File: config.mk
export PLATFORM = sky130hd
export DESIGN_NAME = uart_irq_status
export DESIGN_NICKNAME = d
export VERILOG_FILES = /design/src/rtl/uart_irq_pkg.sv /design/src/rtl/uart_irq_cross.sv /design/src/rtl/uart_irq_msync.sv /design/src/rtl/uart_irq_status.sv
export SDC_FILE = /design/constraint.sdc
export NUM_CORES = 1
export LEC_CHECK = 0
export BUFFER_PORTS_ARGS = -buffer_cell sky130_fd_sc_hd__buf_2
export CAP_MARGIN = 20
export CORE_AREA = 5 5 64 49
export DETAILED_ROUTE_END_ITERATION = 8
export DIE_AREA = 0 0 69 54
export PLACE_DENSITY = 0.72
export REMOVE_ABC_BUFFERS = 1
export SYNTH_ARGS = -nofsm -noshare
export SYNTH_HDL_FRONTEND = slang
export SYNTH_SLANG_ARGS = --single-unit
File: constraint.sdc
create_clock -name clk -period 1.3 [get_ports clk]
set_input_delay 0.195 -clock clk [delete_from_list [all_inputs] [get_ports clk]]
set_output_delay 0.195 -clock clk [all_outputs]
set_load 0.05 [all_outputs]
File: src/rtl/uart_irq_pkg.sv
package uart_irq_pkg;

    localparam int STAT_HI = 5;
    localparam int STAT_LO = 1;
    localparam int BIT_TX  = 5;
    localparam int BIT_RX  = 4;
    localparam int BIT_DSR = 3;
    localparam int BIT_DCD = 2;
    localparam int BIT_CTS = 1;
    localparam int MDM_W   = 3;

    typedef logic [STAT_HI:STAT_LO] stat_vec_t;

    // Transitions of a level-versus-trigger relationship
    typedef struct packed {
        logic enter;
        logic leave;
    } cross_ev_t;

    // Sticky update: a set in the same cycle beats a clear
    function automatic stat_vec_t sticky_next(stat_vec_t cur, stat_vec_t set_v, stat_vec_t clr_v);
        return set_v | (cur & ~clr_v);
    endfunction

endpackage

File: src/rtl/uart_irq_cross.sv
module uart_irq_cross #(
    parameter int LVL_W = 5,
    parameter bit ABOVE = 1'b0
) (
    input  logic             clk,
    input  logic             rst,
    input  logic             fifo_en,
    input  logic [LVL_W-1:0] level,
    input  logic [LVL_W-1:0] trig,
    output uart_irq_pkg::cross_ev_t ev
);
    // An empty FIFO is at/below the transmit trigger and below the receive one
    localparam logic PREV_RST = ~ABOVE;

    logic cond;
    logic prev_q;

    generate
        if (ABOVE) begin : g_above
            always_comb cond = fifo_en ? (level >= trig) : (level != '0);
        end else begin : g_below
            always_comb cond = fifo_en ? (level <= trig) : (level == '0);
        end
    endgenerate

    always_ff @(posedge clk) begin
        if (rst) prev_q <= PREV_RST;
        else     prev_q <= cond;
    end

    always_comb begin
        ev.enter = cond & ~prev_q;
        ev.leave = ~cond & prev_q;
    end
endmodule

File: src/rtl/uart_irq_msync.sv
module uart_irq_msync #(
    parameter int N = 3
) (
    input  logic         clk,
    input  logic         rst,
    input  logic [N-1:0] async_in,
    output logic [N-1:0] change
);
    for (genvar i = 0; i < N; i++) begin : g_line
        logic s1_q, s2_q, s3_q;
        always_ff @(posedge clk) begin
            if (rst) begin
                s1_q <= 1'b0;
                s2_q <= 1'b0;
                s3_q <= 1'b0;
            end else begin
                s1_q <= async_in[i];
                s2_q <= s1_q;
                s3_q <= s2_q;
            end
        end
        assign change[i] = s2_q ^ s3_q;
    end
endmodule

File: src/rtl/uart_irq_status.sv
module uart_irq_status
    import uart_irq_pkg::*;
#(
    parameter int LVL_W    = 5,
    parameter bit MODEM_EN = 1'b1
) (
    input  logic             clk,
    input  logic             rst,
    input  logic             fifo_en,
    input  logic             eot_mode,
    input  logic [LVL_W-1:0] tx_level,
    input  logic [LVL_W-1:0] tx_trig,
    input  logic [LVL_W-1:0] rx_level,
    input  logic [LVL_W-1:0] rx_trig,
    input  logic             tx_push,
    input  logic             rx_pop,
    input  logic             tx_last,
    input  logic [2:0]       modem_in,
    input  logic [5:1]       mask,
    input  logic             clr_wr,
    input  logic [5:1]       clr_data,
    output logic [5:1]       irq_raw,
    output logic [5:1]       irq_masked,
    output logic             irq_o
);
    cross_ev_t       tx_ev, rx_ev;
    logic [MDM_W-1:0] mdm_chg;
    stat_vec_t       set_v, clr_v, raw_q;
    logic            irq_q;

    uart_irq_cross #(.LVL_W(LVL_W), .ABOVE(1'b0)) i_tx_cross (
        .clk(clk), .rst(rst), .fifo_en(fifo_en),
        .level(tx_level), .trig(tx_trig), .ev(tx_ev)
    );

    uart_irq_cross #(.LVL_W(LVL_W), .ABOVE(1'b1)) i_rx_cross (
        .clk(clk), .rst(rst), .fifo_en(fifo_en),
        .level(rx_level), .trig(rx_trig), .ev(rx_ev)
    );

    generate
        if (MODEM_EN) begin : g_modem
            uart_irq_msync #(.N(MDM_W)) i_msync (
                .clk(clk), .rst(rst), .async_in(modem_in), .change(mdm_chg)
            );
        end else begin : g_no_modem
            assign mdm_chg = '0;
        end
    endgenerate

    always_comb begin
        set_v = '0;
        clr_v = clr_wr ? clr_data : '0;
        // transmit: source chosen by mode, self-clear chosen by FIFO enable
        set_v[BIT_TX] = eot_mode ? tx_last : tx_ev.enter;
        if (fifo_en ? tx_ev.leave : tx_push) clr_v[BIT_TX] = 1'b1;
        // receive
        set_v[BIT_RX] = rx_ev.enter;
        if (fifo_en ? rx_ev.leave : rx_pop) clr_v[BIT_RX] = 1'b1;
        // modem lines
        set_v[BIT_DSR] = mdm_chg[2];
        set_v[BIT_DCD] = mdm_chg[1];
        set_v[BIT_CTS] = mdm_chg[0];
    end

    always_ff @(posedge clk) begin
        if (rst) begin
            raw_q <= '0;
            irq_q <= 1'b0;
        end else begin
            raw_q <= sticky_next(raw_q, set_v, clr_v);
            irq_q <= |irq_masked;
        end
    end

    assign irq_raw    = raw_q;
    assign irq_masked = raw_q & mask;
    assign irq_o      = irq_q;
endmodule

==> summary.md <==
| Metric | Value |
|---|---|
| Startpoint types | `register` |
| Met3 wire length | `129 µm` |
| TritonCTS buffer count | `3` |
| Reg clk slew, reported paths | `0.09 ns` |
| DR iter-0 viols | `42` |
| Sequential share of the synthesized area | `0.386` |
| Chip width | `69 µm` |
| Final core utilization | `0.483` |
| Max Fclk | `0.810 GHz` |
| Tot GR Track Use | `0.123` |
| Layout cell share with drive strength beyond 1 | `0.373` |
| Post-Synth Adder-Cell Area | `0.142` |
| Ys Warns | `0` |
| DIE HEIGHT | `54 µm` |
| Syn Area/Cell | `8.64 µm²` |
| Uppermost routed layer | `met3` |
| Post-DP HPWL | `1860 µm` |
| IO Count | `52` |
| Measured slew at the worst slew-check pin | `0.294 ns` |
| Wire length on met2 | `1150 µm` |
| Outcome | `complete, no violations` |
| Diode count | `0` |
| Pwr per Cell Area | `932 nW/µm²` |
| # fillers | `271` |
| Crit Path Category | `reg2out` |
| Period minus WS final | `1.23 ns` |
| Hold slack | `0.114 ns` |
| Hold-fix buffers, CTS | `0` |
| Type of destination of the critical path | `output port` |
| Setup Fix Bufs, Post-CTS | `0` |
| Nets@finish | `210` |
| Most frequent cells in the layout | `46 x buf_2, 17 x dfxtp_1, 11 x inv_1, 11 x nor2b_1, 10 x ha_1` |
| Drt via density | `4.47` |
| WL final | `2170 µm` |
| First drt pass iteration count | `4` |
| Final setup fails | `0` |
| Simple-gate portion of the synthesized area | `0.267` |
| H-tree Lvls | `1` |
| Leak Pwr | `0.670 nW` |
| Antenna violations before repair | `0` |
| Pin count of the biggest net entering global routing | `18` |
| Initial Util | `0.344` |
| FP Rows | `16` |
| Area growth, synth to finish | `40.5%` |
| Peak VDD IR | `0.604 mV` |
| PortBufs | `51` |
| CP required | `1.11 ns` |
| Slew HR | `0.803` |
| Antenna viol nets, final | `0` |
| Clk sinks | `17` |
| Compound-Gate Fraction of Synth Area | `0.124` |
| CTS root buf | `clkbuf_4` |
| Xor/xnor cell area share of the yosys netlist | `0.0298` |
| Final Skew | `0.00131 ns` |
| RePlAce Congestion | `0.798` |
| Wire per inst | `11.2 µm` |
| Wl on met1 | `891 µm` |
| Critical Path Fanout Max | `3` |
| Worst-skew pair later-pin latency | `0.28 ns` |
| CP Data Arrival Time | `1.04 ns` |
| TritonCTS clock tree | `yes` |
| RSZ-0062 raised after global routing | `false` |
| Main combinational cell family by area after synthesis | `simple AND/OR/NAND/NOR gates` |
| Period utilization | `0.950` |
| Residual DRC count | `0` |
| Fin. max-slew vios | `0` |
| Vias | `868` |
| Proportion of synthesized area in mux cells | `0` |
| Max Cap Viol | `0` |
| Die area | `3730 µm²` |
| CTS max path bufs | `2` |
| Core area | `2560 µm²` |
| Mapped Cells | `102` |
| GRT Residual Overflow | `0` |
| Unique masters post-synth | `25` |
| Vias in the first global route | `921` |
| Min-Delay Path Class | `in2reg` |
| CTS resizes | `0` |
| Hold Fails Final Rpt | `0` |
| R2r setup slk | `0.25 ns` |
| Mapped Area | `881 µm²` |
| Total power draw | `1.15 mW` |
| First-pass GRT wire length | `3730 µm` |
| #FFs+latches synth | `17` |
| Commonest non-fill, non-tap cell in the layout | `buf_2` |
==> report_power, final <==
group	switching (mW)	internal, mW
clock network	0.152	0.119
logic	0.184	0.129
registers	0.0154	0.553
total	0.352	0.801
==> registers in the layout (all words and copies together) (netlist names) <==
register                     count
irq_o                            1
irq_raw                          5
i_rx_cross.prev_q                1
g_modem.i_msync.g_line.s2_q      3
g_modem.i_msync.g_line.s1_q      3
i_tx_cross.prev_q                1
g_modem.i_msync.g_line.s3_q      3
==> synthesized netlist by cell type <==
cell       n  area [µm²]
nor3_1     2        10.0
nor2b_1   11        68.8
or4_4      1        11.3
inv_1     11        41.3
o41ai_1    1        8.76
a211oi_1   1        7.51
nand2_1    8        30.0
nand2b_1   3        18.8
a21o_1     3        22.5
a31oi_1    1        6.26
nor2_1     6        22.5
nor3_2     1        10.0
nand3_1    1        5.00
xor2_1     3        26.3
dfxtp_1   17         340
ha_1      10         125
nand4_1    1        6.26
o21ai_1    1        5.00
o21ai_0    2        10.0
nand3b_1   2        15.0
nor4_1     1        6.26
a21oi_1    8        40.0
clkbuf_1   1        3.75
and2_1     5        31.3
a221oi_1   1        8.76
==> layout make-up <==
cell class	count	area (µm²)	share of cell area
timing repair buffer	53	283	0.229
sequential	17	340	0.275
clock buffer	4	26.3	0.0212
inverter	11	41.3	0.0334
tap	36	45.0	0.0364
multi-input combinational	73	502	0.405
==> cells by family after synthesis <==
| kind of cell | after synthesis |
|---|---|
| fa+ha+maj | 10 |
| simple gates | 42 |
| xor+xnor | 3 |
| flops | 17 |
| buf+inv | 12 |
| compound gates | 18 |
==> through the flow <==
| step | area, µm² | TNS [ns] | setup WS (ns) | std cells |
|---|---|---|---|---|
| 6_report | 1240 | 0 | 0.0653 | 194 |
| 5_1_grt | 1240 | 0 | 0.0116 | 194 |
| 4_1_cts | 1220 | 0 | 0.0145 | 194 |
| 3_5_place_dp | 1190 | -0.484 | -0.230 | 190 |
| 3_3_place_gp | 1190 | -0.299 | -0.175 | 190 |
| 2_1_floorplan | 877 | -0.396 | -0.169 | 101 |
==> worst max-delay path: stages, from the launching register on <==
cell and delay (ns):
dfxtp_1 0.36, and2_1 0.16, clkbuf_4 0.24
==> worst paths after layout <==
check	start	to	depth (start not counted)
max	irq_raw[4]	irq_masked[4]	2
min	modem_in[1]	g_modem.i_msync.g_line[1].s1_q	2
max reg2reg	irq_raw[5]	irq_raw[5]	4
min reg2reg	g_modem.i_msync.g_line[1].s1_q	g_modem.i_msync.g_line[1].s2_q	1
==> layer usage <==
metal / global-route usage / vias up
li1: - / 454
met1: 0.121 / 392
met2: 0.250 / 22
met3: 0.0504 / 0
met4: 0.0195 / 0
met5: 0 / -
Note: power is estimated with default switching activity, not from simulation.
